**config.mk**
```make
export PLATFORM = sky130hd
export DESIGN_NAME = sgl_walker
export DESIGN_NICKNAME = d
export VERILOG_FILES = /design/src/rtl/sgl_pkg.sv /design/src/rtl/sgl_decode.sv /design/src/rtl/sgl_ctrl.sv /design/src/rtl/sgl_walker.sv
export SDC_FILE = /design/constraint.sdc
export NUM_CORES = 1
export LEC_CHECK = 0
export ABC_AREA = 1
export CAP_MARGIN = 20
export CORE_MARGIN = 5
export CORE_UTILIZATION = 40
export CTS_CLUSTER_SIZE = 24
export DETAILED_ROUTE_END_ITERATION = 6
export GPL_TIMING_DRIVEN = 0
export MAX_ROUTING_LAYER = met4
export PLACE_DENSITY = 0.73
export REMOVE_ABC_BUFFERS = 1
export SLEW_MARGIN = 10
export SYNTH_ARGS = -nofsm -noshare
export SYNTH_HDL_FRONTEND = slang
export SYNTH_SLANG_ARGS = --single-unit
```
**constraint.sdc**
```tcl
create_clock -name clk -period 2.4 [get_ports clk]
set_clock_uncertainty 0.05 [all_clocks]
set_input_delay 0.48 -clock clk [delete_from_list [all_inputs] [get_ports clk]]
set_output_delay 0.48 -clock clk [all_outputs]
set_load 0.02 [all_outputs]
```
**src/rtl/sgl_pkg.sv**
```systemverilog
package sgl_pkg;
    localparam int WORD_W      = 32;
    localparam int SEG_AW      = 31;
    localparam int SEG_LW      = 28;
    localparam int END_BIT     = 31;
    localparam int ENTRY_BYTES = 8;
    localparam int ADDR_OFS    = 4;

    typedef struct packed {
        logic [SEG_AW-1:0] addr;
        logic [SEG_LW-1:0] len;
        logic              last;
    } seg_t;

    typedef enum logic [2:0] {
        ST_IDLE,
        ST_REQ_LEN,
        ST_WAIT_LEN,
        ST_REQ_ADR,
        ST_WAIT_ADR,
        ST_EMIT
    } walk_st_e;

    function automatic logic [SEG_LW-1:0] len_field(input logic [WORD_W-1:0] w);
        return w[SEG_LW-1:0];
    endfunction

    function automatic logic [SEG_AW-1:0] addr_field(input logic [WORD_W-1:0] w);
        return w[SEG_AW-1:0];
    endfunction
endpackage

```
**src/rtl/sgl_decode.sv**
```systemverilog
module sgl_decode
    import sgl_pkg::*;
(
    input  logic [WORD_W-1:0] len_word,
    input  logic [WORD_W-1:0] addr_word,
    input  logic              at_limit,
    output seg_t              seg,
    output logic              forced_stop
);
    logic end_mark;
    logic unused_bits;

    assign end_mark    = len_word[END_BIT];
    assign unused_bits = ^{len_word[END_BIT-1:SEG_LW], addr_word[WORD_W-1:SEG_AW]};

    always_comb begin
        seg.addr    = addr_field(addr_word);
        seg.len     = len_field(len_word);
        seg.last    = end_mark | at_limit;
        forced_stop = at_limit & ~end_mark;
    end
endmodule

```
**src/rtl/sgl_ctrl.sv**
```systemverilog
module sgl_ctrl
    import sgl_pkg::*;
#(
    parameter int MAX_ENT = 16
) (
    input  logic              clk,
    input  logic              rst,
    input  logic              start,
    input  logic              sg_en,
    input  logic [WORD_W-1:0] src_addr,
    input  logic [WORD_W-1:0] src_len,
    output logic              mem_req_valid,
    input  logic              mem_req_ready,
    output logic [WORD_W-1:0] mem_req_addr,
    input  logic              mem_rsp_valid,
    input  logic [WORD_W-1:0] mem_rsp_data,
    output logic [WORD_W-1:0] len_word,
    output logic              at_limit,
    input  seg_t              dec_seg,
    input  logic              dec_forced,
    output seg_t              seg_o,
    output logic              seg_valid,
    input  logic              seg_ready,
    output logic              done,
    output logic              err_noterm,
    output logic              busy
);
    localparam int CNT_W = (MAX_ENT > 1) ? $clog2(MAX_ENT) : 1;
    localparam logic [CNT_W-1:0] LAST_IDX = CNT_W'(MAX_ENT - 1);

    walk_st_e          st_q;
    logic [WORD_W-1:0] base_q;
    logic [WORD_W-1:0] len_word_q;
    logic [CNT_W-1:0]  idx_q;
    seg_t              seg_q;
    logic              forced_q;
    logic              done_q;
    logic              err_q;
    logic              unused_src;

    assign unused_src = ^{src_addr[WORD_W-1:SEG_AW], src_len[WORD_W-1:SEG_LW]};

    always_ff @(posedge clk) begin
        if (rst) begin
            st_q       <= ST_IDLE;
            base_q     <= '0;
            len_word_q <= '0;
            idx_q      <= '0;
            seg_q      <= '0;
            forced_q   <= 1'b0;
            done_q     <= 1'b0;
            err_q      <= 1'b0;
        end else begin
            done_q <= 1'b0;
            err_q  <= 1'b0;
            case (st_q)
                ST_IDLE: begin
                    if (start) begin
                        idx_q    <= '0;
                        base_q   <= src_addr;
                        forced_q <= 1'b0;
                        if (sg_en) begin
                            st_q <= ST_REQ_LEN;
                        end else begin
                            seg_q.addr <= src_addr[SEG_AW-1:0];
                            seg_q.len  <= src_len[SEG_LW-1:0];
                            seg_q.last <= 1'b1;
                            st_q       <= ST_EMIT;
                        end
                    end
                end
                ST_REQ_LEN:  if (mem_req_ready) st_q <= ST_WAIT_LEN;
                ST_WAIT_LEN: begin
                    if (mem_rsp_valid) begin
                        len_word_q <= mem_rsp_data;
                        st_q       <= ST_REQ_ADR;
                    end
                end
                ST_REQ_ADR:  if (mem_req_ready) st_q <= ST_WAIT_ADR;
                ST_WAIT_ADR: begin
                    if (mem_rsp_valid) begin
                        seg_q    <= dec_seg;
                        forced_q <= dec_forced;
                        st_q     <= ST_EMIT;
                    end
                end
                ST_EMIT: begin
                    if (seg_ready) begin
                        if (seg_q.last) begin
                            done_q <= 1'b1;
                            err_q  <= forced_q;
                            st_q   <= ST_IDLE;
                        end else begin
                            idx_q <= idx_q + 1'b1;
                            st_q  <= ST_REQ_LEN;
                        end
                    end
                end
                default: st_q <= ST_IDLE;
            endcase
        end
    end

    always_comb begin
        mem_req_valid = (st_q == ST_REQ_LEN) || (st_q == ST_REQ_ADR);
        mem_req_addr  = base_q + WORD_W'(idx_q) * WORD_W'(ENTRY_BYTES)
                      + ((st_q == ST_REQ_ADR) ? WORD_W'(ADDR_OFS) : '0);
    end

    assign len_word   = len_word_q;
    assign at_limit   = (idx_q == LAST_IDX);
    assign seg_o      = seg_q;
    assign seg_valid  = (st_q == ST_EMIT);
    assign done       = done_q;
    assign err_noterm = err_q;
    assign busy       = (st_q != ST_IDLE);
endmodule

```
**src/rtl/sgl_walker.sv**
```systemverilog
module sgl_walker
    import sgl_pkg::*;
#(
    parameter int MAX_ENT = 16
) (
    input  logic                  clk,
    input  logic                  rst,
    input  logic                  start,
    input  logic                  sg_en,
    input  logic [WORD_W-1:0]     src_addr,
    input  logic [WORD_W-1:0]     src_len,
    output logic                  mem_req_valid,
    input  logic                  mem_req_ready,
    output logic [WORD_W-1:0]     mem_req_addr,
    input  logic                  mem_rsp_valid,
    input  logic [WORD_W-1:0]     mem_rsp_data,
    output logic                  seg_valid,
    input  logic                  seg_ready,
    output logic [SEG_AW-1:0]     seg_addr,
    output logic [SEG_LW-1:0]     seg_len,
    output logic                  seg_last,
    output logic                  done,
    output logic                  err_noterm,
    output logic                  busy
);
    logic [WORD_W-1:0] len_word;
    logic              at_limit;
    seg_t              dec_seg;
    logic              dec_forced;
    seg_t              seg_o;

    sgl_decode u_decode (
        .len_word    (len_word),
        .addr_word   (mem_rsp_data),
        .at_limit    (at_limit),
        .seg         (dec_seg),
        .forced_stop (dec_forced)
    );

    sgl_ctrl #(.MAX_ENT(MAX_ENT)) u_ctrl (
        .clk           (clk),
        .rst           (rst),
        .start         (start),
        .sg_en         (sg_en),
        .src_addr      (src_addr),
        .src_len       (src_len),
        .mem_req_valid (mem_req_valid),
        .mem_req_ready (mem_req_ready),
        .mem_req_addr  (mem_req_addr),
        .mem_rsp_valid (mem_rsp_valid),
        .mem_rsp_data  (mem_rsp_data),
        .len_word      (len_word),
        .at_limit      (at_limit),
        .dec_seg       (dec_seg),
        .dec_forced    (dec_forced),
        .seg_o         (seg_o),
        .seg_valid     (seg_valid),
        .seg_ready     (seg_ready),
        .done          (done),
        .err_noterm    (err_noterm),
        .busy          (busy)
    );

    assign seg_addr = seg_o.addr;
    assign seg_len  = seg_o.len;
    assign seg_last = seg_o.last;
endmodule

```
==> impl_metrics.csv, run 1 <==
group,metric,value,unit
route,via_count,7218,
global_route,grt_usage,24.2,%
placement,port-buffer-count,195,
clocking,root_buffer,"clkbuf_16",
power,irDropWorstVdd,0.800,mV
cells_and_area,area_delta_synth_final,51.3,%
die,dieArea,18900,um^2
timing,maxSlewViolCount,0,
clocking,clk_pin_slew,0.06,ns
route,drt_first_pass_iters,5,
cells_and_area,regArea,2640,um^2
die,coreArea,15900,um^2
power,p_total,10300,uW
cells_and_area,fin_cells,1403,
critical_path,cp-start-kind,"register",
timing,fin_crit_sh,112,%
power,p_sw_share,40.4,%
timing,worst_slack,-0.290,ns
synthesis,synth_top_area_share,40.3,%
run_status,failed_checks,"negative setup slack",
die,rows,46,
global_route,grtUsageMet3,6.87,%
die,start_util,40.8,%
placement,hpwl,14300,um
cells_and_area,post-route-util,61.8,%
synthesis,synth_cells,988,
timing,setup_violations,28,
clocking,cts_hold_buf,0,
clocking,cts_buffers,17,
timing,final_hold_viol_count,0,
clocking,clk_path_buf_depth,2,
power,power.net_switching,4180,uW
clocking,clock_latency,0.41,ns
die,dieWidth,138,um
critical_path,cp_max_fo,3,
cells_and_area,fin_area,9850,um^2
global_route,grt_first_pass_wirelength,35200,um
synthesis,yosys-top-cells-area,"dfxtp_1, nand2_1, a21oi_1",
placement,place_ws,-1.12,ns
global_route,grt_use_met1,30.4,%
placement,placed_cell_area,8590,um^2
timing,worstMarginPinSlew,0.649,ns
timing,slew_headroom,56.7,%
synthesis,synth_warnings,0,
power,p_int,6160,uW
placement,place_inst,1343,
synthesis,syn_area,6510,um^2
synthesis,synth.avg_cell_area,6.59,um^2
critical_path,arrival,2.16,ns
critical_path,cp.required,1.87,ns
power,leakagePower,0.00397,uW
global_route,grt.busiest_layer,"met2",
critical_path,worst-setup-path-type,"reg2out",
power,power.density,1050,nW/um^2
global_route,overflow,0,
min_path,min_path_type,"reg2reg",
global_route,grt_max_degree,64,
timing,max_freq,372,MHz
route,wl,23300,um
route,drc,0,
route,ant_nets,0,
global_route,antenna_found_initial,0,
run,maxCapViolCount,0,
global_route,grt_use_met2,37.4,%
power,clockPowerShare,25.0,%
cells_and_area,multiInputGateArea,3760,um^2
cells_and_area,diodes,0,
die,io_pins,200,
cells_and_area,nets,1284,
synthesis,seq_area_frac_synth,40.3,%
timing,grt_setup_unrepaired,"true",
global_route,grt_pass1_vias,7018,
clocking,h-tree-depth,4,
clocking,cts_tree,"built",
synthesis,synth.distinct_cells,30,
timing,period_minus_slack,2.69,ns
run_status,status,"finished with violations",
critical_path,worstSetupEndpointType,"primary output",
route,routed_via_density,5.14,
synthesis,synth_top_area_cell,"dfxtp_1",
cells_and_area,fill_cells,1460,
cells_and_area,drive_gt1_share,13.7,%
power,seqPwrFrac,29.7,%
die,die_h,138,um
route,drtIter0Drc,440,
synthesis,synth_seq_cells,131,
clocking,cts_num_sinks,131,
placement,gp_congestion,0.918,
power,combPwrFrac,45.3,%
route,wire_per_inst,16.6,um
path summary, 6_finish.rpt:
check                                   startpoint  cells past startpoint                          endpoint  slack (ns)
setup / recovery       u_ctrl.st_q[2]$_SDFFE_PP0P_                     11                  mem_req_addr[16]       -0.29
hold / removal    u_ctrl.len_word[23]$_SDFFE_PP0P_                      2  u_ctrl.len_word[23]$_SDFFE_PP0P_        0.39
setup reg to reg       u_ctrl.st_q[1]$_SDFFE_PP0P_                     10     u_ctrl.seg_o[53]$_SDFFE_PP0P_        0.15
hold reg to reg   u_ctrl.len_word[23]$_SDFFE_PP0P_                      2  u_ctrl.len_word[23]$_SDFFE_PP0P_        0.39
cells in the mapped netlist:
cell type / count
nor3b_1: 1
a21boi_0: 1
dfxtp_1: 131
inv_1: 75
nand3_1: 91
ha_1: 6
buf_2: 17
clkinv_1: 1
fa_1: 1
buf_1: 1
nor2_4: 1
buf_6: 2
xor2_1: 16
nand2_2: 1
nand3_2: 1
nand4_1: 9
nor2_2: 1
inv_2: 1
or2_2: 1
o21ai_4: 1
o21ai_0: 78
xnor2_1: 1
clkbuf_1: 35
a21oi_1: 131
o21ai_1: 2
nand3b_1: 2
nand2_1: 327
buf_4: 7
nor3_1: 4
nor2_1: 42
what timing repair did:
| action | in CTS | in global routing |
|---|---|---|
| resized for setup | 236 | 34 |
| pin swaps | 22 | 26 |
| gates cloned | 2 | 2 |
| endpoints found under the setup margin | 108 | 99 |
| buffers inserted | 16 | 8 |
power by group through the flow:
| stage | clock network, uW | registers (uW) | logic, uW |
|---|---|---|---|
| floorplan | 0 | 3320 | 1960 |
| global placement | 0 | 3080 | 3890 |
| detailed placement | 0 | 3090 | 4000 |
| CTS | 2630 | 3050 | 4380 |
| global route | 2730 | 3130 | 5090 |
| finish | 2590 | 3060 | 4680 |
state kept, by name, indices dropped and copies added (netlist names):
register and flops:
u_ctrl.base_q 32, u_ctrl.done 1, u_ctrl.err_noterm 1, u_ctrl.forced_q 1, u_ctrl.idx_q 4, u_ctrl.len_word 29
u_ctrl.seg_o 60, u_ctrl.st_q 3
through the flow:
stage               hold WS (ns)  TNS (ns)
finish                     0.392     -6.11
global route               0.417     -8.85
CTS                        0.395     -5.48
detailed placement         0.386    -91.20
global placement           0.386   -469.37
floorplan                  0.377   -103.02
worst max-delay path, cell delays in order, from the launching register on:
cell and delay (ns):
dfxtp_4 0.35, inv_4 0.06, nand3_4 0.06, inv_2 0.07, ha_4 0.13, fa_2 0.20
nand2_2 0.07, nand2_4 0.09, nand3_4 0.11, a21oi_1 0.24, xor2_1 0.19, buf_4 0.18
layout make-up:
cell class,count,share of cell area [%]
Tap cell,216,2.74
Clock inverter,9,1.04
Timing Repair Buffer,225,23.2
Sequential cell,131,26.8
Inverter,77,3.02
Clock buffer,23,4.95
Multi-Input combinational cell,722,38.2
layout by cell type, fill, tap and decap left out, types with 5 or more instances in the layout:
cell type / n
nand2_2: 7
a21oi_1: 128
nor2_1: 37
nand4_1: 9
buf_12: 6
o21ai_0: 75
clkdlybuf4s50_1: 162
nand3_1: 83
clkbuf_16: 17
nand2_1: 308
buf_4: 32
nand2_4: 11
buf_6: 19
nand3_4: 7
inv_1: 71
dfxtp_2: 5
dfxtp_1: 122
xor2_1: 12
layer usage:
metal / wire, um / up-vias
li1: - / 3588
met1: 10000 / 3304
met2: 10700 / 281
met3: 2060 / 45
met4: 541 / 0
met5: 0 / -
logic make-up after synthesis:
logic type                 Yosys count  share of synthesized area (%)
AOI/OAI and AO/OA                  213                           16.6
xor gates and xnor gates            17                           2.29
adders and majority gates            7                           1.46
buffers and inverters              139                           8.98
DFF                                131                           40.3
and+or+nand+nor                    481                           30.4
Power figures use the tool's default switching activity.
==> inputs of run 2 (changes only) <==
--- a/config.mk
+++ b/config.mk
@@ -7,12 +7,12 @@
 export LEC_CHECK = 0
 export ABC_AREA = 1
 export CAP_MARGIN = 20
+export CORE_ASPECT_RATIO = 0.6
 export CORE_MARGIN = 5
 export CORE_UTILIZATION = 40
 export CTS_CLUSTER_SIZE = 24
 export DETAILED_ROUTE_END_ITERATION = 6
 export GPL_TIMING_DRIVEN = 0
-export MAX_ROUTING_LAYER = met4
 export PLACE_DENSITY = 0.73
 export REMOVE_ABC_BUFFERS = 1
 export SLEW_MARGIN = 10
==> impl_metrics.csv, run 2 (synthesized netlist as in run 1, its figures left out) <==
group,metric,value,unit
run_status,status,"finished with violations",
run_status,failed_checks,"negative setup slack",
global_route,grt_first_pass_wirelength,35400,um
power,power.net_switching,4130,uW
die,rows,36,
power,leakagePower,0.00399,uW
critical_path,cp.required,1.87,ns
cells_and_area,layout_common_cells,"nand2_1, clkdlybuf4s50_1, a21oi_1",
critical_path,critical_path.max_stage_delay,0.36,ns
power,p_sw_share,39.5,%
cells_and_area,largest_reg_flops,60,
cells_and_area,fill_cells,1468,
placement,placed_cell_area,8600,um^2
placement,hpwl,15100,um
clocking,clock_latency,0.42,ns
critical_path,path_cells,"inv_4 > nand3_2 > inv_2 > ha_4 > fa_2 > nand2_2 > nand2_4 > buf_4 > nand2_4 > o21ai_4 > xor2_1 > buf_4",
critical_path,worst-setup-path-type,"reg2out",
global_route,grt_max_degree,63,
route,drtIter0Drc,596,
route,wl_met3,2210,um
critical_path,arrival,2.21,ns
clocking,cts_tree,"built",
power,p_int,6320,uW
power,clockPowerShare,27.8,%
cells_and_area,fin_area,9900,um^2
timing,final_hold_viol_count,0,
route,drc,0,
global_route,overflow,0,
cells_and_area,nets,1284,
die,io_pins,200,
route,wl_met1,10900,um
route,drt_first_pass_iters,5,
timing,max_freq,365,MHz
die,coreArea,16100,um^2
route,wire_per_inst,16.5,um
global_route,antenna_found_initial,0,
placement,gp_congestion,0.921,
timing,maxSlewViolCount,0,
die,dieArea,19000,um^2
cells_and_area,area_delta_synth_final,52.1,%
placement,place_ws,-1.16,ns
timing,worstMarginPinSlew,0.652,ns
route,routed_via_density,5.09,
timing,grt_setup_unrepaired,"true",
clocking,cts_hold_buf,0,
timing,slew_headroom,56.5,%
critical_path,rrSetupSlack,0.17,ns
clocking,cts_buffers,17,
critical_path,worstSetupEndpointType,"primary output",
die,dieWidth,175,um
clocking,root_buffer,"clkbuf_16",
timing,worst_slack,-0.342,ns
timing,setup_violations,26,
global_route,grt_usage,23.5,%
power,power.density,1060,nW/um^2
route,met2_wirelength,9780,um
global_route,grt_pass1_vias,6502,
run,maxCapViolCount,0,
timing,period_minus_slack,2.74,ns
cells_and_area,diodes,0,
route,ant_nets,0,
die,start_util,40.5,%
clocking,clk_pin_slew,0.07,ns
placement,port-buffer-count,195,
cells_and_area,drive_gt1_share,14.5,%
route,via_count,7096,
clocking,h-tree-depth,4,
critical_path,cp_max_fo,3,
route,dr.max_layer_used,"met4",
min_path,min_path_type,"in2reg",
critical_path,cp-start-kind,"register",
power,seqPwrFrac,29.1,%
cells_and_area,layout_commonest_cell,"nand2_1",
power,combPwrFrac,43.1,%
timing,fin_crit_sh,114,%
power,irDropWorstVdd,0.478,mV
critical_path,cpMaxStageDelayCell,"dfxtp_4",
clocking,clk_path_buf_depth,2,
die,die_h,109,um
route,wl,23100,um
clocking,cts_num_sinks,131,
[run 2: layer usage]
layer	vias up	track usage, %
met5	-	0
met2	248	34.7
li1	3578	-
met4	0	4.99
met1	3258	33.4
met3	12	7.90
[run 2: repair_timing]
item	in CTS	in global routing
setup endpoints to repair	111	68
buffers inserted	15	10
gates resized for setup	247	35
pin swaps	24	17
gates cloned	2	0
hold endpoints to repair	0	0
[run 2: worst max-delay path: cells and delay by family, from the launching register on]
kind	cells	cell delay, ns
adder cells (fa/ha/maj)	2	0.51
buffers and inverters	4	0.39
XOR/XNOR	1	0.16
AND/OR/NAND/NOR	4	0.29
flip-flops	1	0.36
AO/OA/AOI/OAI	1	0.07
[run 2: final cells by class]
| class | count | area [um^2] | area share (%) |
|---|---|---|---|
| Multi-Input combinational cell | 720 | 3760 | 37.9 |
| Clock inverter | 12 | 205 | 2.07 |
| Inverter | 77 | 298 | 3.01 |
| Timing Repair Buffer | 227 | 2300 | 23.2 |
| Tap cell | 209 | 262 | 2.64 |
| Clock buffer | 18 | 439 | 4.43 |
| Sequential cell | 131 | 2640 | 26.7 |
[run 2: power by group through the flow]
| stage | clock [uW] | combinational, uW | sequential [uW] |
|---|---|---|---|
| 4_1_cts | 2940 | 4350 | 3030 |
| 6_report | 2910 | 4500 | 3040 |
| 5_1_grt | 3050 | 4900 | 3100 |
| 3_3_place_gp | 0 | 3920 | 3080 |
| 3_5_place_dp | 0 | 4070 | 3100 |
| 2_1_floorplan | 0 | 1960 | 3320 |
[run 2: worst paths after layout]
| path | from | to | cells after the start |
|---|---|---|---|
| setup / recovery | u_ctrl.st_q[2]$_SDFFE_PP0P_ | mem_req_addr[14] | 12 |
| hold / removal | rst | u_ctrl.seg_o[25]$_SDFFE_PP0P_ | 2 |
| hold reg to reg | u_ctrl.len_word[16]$_SDFFE_PP0P_ | u_ctrl.len_word[16]$_SDFFE_PP0P_ | 2 |
| setup reg to reg | u_ctrl.st_q[1]$_SDFFE_PP0P_ | u_ctrl.seg_o[59]$_SDFFE_PP0P_ | 10 |
[run 2: per-stage QoR]
stage,setup TNS [ns],util [%],hold slack (ns),power (uW),instances
after global routing,-8.72,61.6,0.388,11100,1394
after CTS,-5.79,60.1,0.385,10300,1384
after global placement,-477.38,52.4,0.387,7000,1330
after detailed placement,-94.39,53.5,0.390,7160,1337
final,-5.91,61.6,0.391,10400,1394
after floorplan,-103.02,-,0.377,5280,926
==> inputs of run 3 (changes only) <==
--- a/config.mk
+++ b/config.mk
@@ -13,7 +13,7 @@
 export CTS_CLUSTER_SIZE = 24
 export DETAILED_ROUTE_END_ITERATION = 6
 export GPL_TIMING_DRIVEN = 0
-export PLACE_DENSITY = 0.73
+export PLACE_DENSITY = 0.7
 export REMOVE_ABC_BUFFERS = 1
 export SLEW_MARGIN = 10
 export SYNTH_ARGS = -nofsm -noshare
==> constraint.sdc (replaced) <==
create_clock -name clk -period 3.4 [get_ports clk]
set_clock_uncertainty 0.05 [all_clocks]
set_input_delay 0.68 -clock clk [delete_from_list [all_inputs] [get_ports clk]]
set_output_delay 0.68 -clock clk [all_outputs]
set_load 0.02 [all_outputs]
==> impl_metrics.csv, run 3 (synthesized netlist as in run 1, its figures left out) <==
group,metric,value,unit
route,wire_per_inst,15.9,um
timing,max_freq,306,MHz
cells_and_area,area_delta_synth_final,44.5,%
cells_and_area,diodes,0,
timing,maxSlewViolCount,0,
run_status,status,"complete, no violations",
critical_path,cp.required,2.67,ns
min_path,min_path_type,"reg2reg",
global_route,grt_pass1_vias,6423,
clocking,h-tree-depth,4,
clocking,cts_tree,"built",
critical_path,cp-start-kind,"register",
critical_path,cp_max_fo,4,
placement,hpwl,15200,um
global_route,grt_max_degree,63,
clocking,clock_latency,0.41,ns
cells_and_area,fill_cells,1540,
die,coreArea,16100,um^2
route,drt_first_pass_iters,5,
route,routed_via_density,5.04,
critical_path,path_cells,"inv_1 > nand3_1 > inv_1 > ha_1 > fa_1 > nand2_1 > nand2_1 > nand3_2 > nand2_2 > xor2_1 > clkdlybuf4s15_1",
die,rows,36,
cells_and_area,post-route-util,58.5,%
global_route,antenna_found_initial,0,
route,wl,21700,um
power,p_total,7230,uW
die,die_h,109,um
critical_path,worst-setup-path-type,"reg2out",
global_route,overflow,0,
die,dieArea,19000,um^2
cells_and_area,layout_commonest_cell,"nand2_1",
route,drc,0,
clocking,cts_num_sinks,131,
cells_and_area,nets,1260,
global_route,grt_usage,22.5,%
die,start_util,40.5,%
cells_and_area,layout_common_cells,"nand2_1, clkdlybuf4s50_1, a21oi_1",
die,dieWidth,175,um
clocking,clk_pin_slew,0.06,ns
run,maxCapViolCount,0,
power,power.density,768,nW/um^2
clocking,cts_buffers,17,
critical_path,cp_top_family,"adder cells",
timing,fin_hold_ws,0.397,ns
clocking,cts_hold_buf,0,
power,leakagePower,0.00391,uW
power,irDropWorstVdd,0.368,mV
clocking,clk_path_buf_depth,2,
route,ant_nets,0,
die,io_pins,200,
timing,setup-tns-final,0,ns
cells_and_area,drive_gt1_share,6.37,%
timing,slew_headroom,48.5,%
critical_path,cpMaxStageDelayCell,"fa_1",
critical_path,worstSetupEndpointType,"primary output",
timing,final_hold_viol_count,0,
timing,setup_violations,0,
critical_path,arrival,2.54,ns
timing,period_minus_slack,3.27,ns
clocking,root_buffer,"clkbuf_16",
critical_path,worst-path-buf-inv,3,
route,via_count,6909,
timing,fin_crit_sh,96.0,%
timing,worstMarginPinSlew,0.773,ns
route,drtIter0Drc,532,
global_route,grt_first_pass_wirelength,34300,um
cells_and_area,largest_reg_flops,60,
critical_path,critical_path.max_stage_delay,0.41,ns
placement,port-buffer-count,195,
placement,gp_congestion,0.909,
-- run 3: cell types whose count changed in the layout (fill, tap and decap cells not counted), sizes merged --
cell,delta
nand3,-2
buf,-50
clkbuf,+5
dlymetal6s2s,+6
clkinvlp,-2
dlygate4sd2,+7
clkdlybuf4s50,+6
clkdlybuf4s15,+5
bufinv,+2
-- run 3: layout make-up --
cell class	count	area [um^2]	share of cell area [%]
Clock buffer	19	443	4.71
Inverter	77	289	3.07
Clock inverter	12	253	2.69
Timing Repair Buffer	205	2140	22.8
Sequential cell	131	2630	28.0
Multi-Input combinational cell	718	3380	36.0
Tap cell	209	262	2.78
-- run 3: worst paths after layout --
kind | start | to | slack (ns) | cells after the start
setup / recovery | u_ctrl.st_q[2]$_SDFFE_PP0P_ | mem_req_addr[10] | 0.13 | 11
hold / removal | u_ctrl.len_word[10]$_SDFFE_PP0P_ | u_ctrl.len_word[10]$_SDFFE_PP0P_ | 0.40 | 2
setup reg to reg | u_ctrl.st_q[2]$_SDFFE_PP0P_ | u_ctrl.seg_o[58]$_SDFFE_PP0P_ | 0.58 | 9
hold reg to reg | u_ctrl.len_word[10]$_SDFFE_PP0P_ | u_ctrl.len_word[10]$_SDFFE_PP0P_ | 0.40 | 2
-- run 3: what timing repair did --
item | CTS | global route
setup buffers | 0 | 2
setup endpoints to repair | 27 | 22
pin swaps | 0 | 2
gates resized for setup | 42 | 25
-- run 3: worst min-delay path: stages, from the launching register on --
cell     delay (ns)
dfxtp_1        0.30
inv_1          0.05
a21oi_1        0.05
-- run 3: metal layers --
layer  share of wire (%)  global-route usage, %  vias to the layer above  wire, um
li1                    -                      -                     3528         -
met4                0.90                   4.26                        0       196
met3                 8.6                   7.66                       13      1870
met2                  41                   32.6                      242      8870
met5                   0                      0                        -         0
met1                  50                   32.6                     3126     10800
-- run 3: report_power, final --
group | leakage [uW] | total (uW) | internal [uW] | switching [uW]
Combinational | 0.00250 | 2890 | 1130 | 1760
Clock | 0.000334 | 2180 | 1470 | 707
Sequential | 0.00107 | 2160 | 1900 | 258
Total | 0.00391 | 7230 | 4500 | 2720
-- run 3: per-stage QoR --
stage               area [um^2]  worst slack [ns]  std cells
floorplan                  6210            -0.691        926
global route               9410           -0.0328       1371
CTS                        9320           -0.0494       1368
finish                     9410             0.135       1371
detailed placement         8610            -0.357       1337
global placement           8430             -3.20       1330
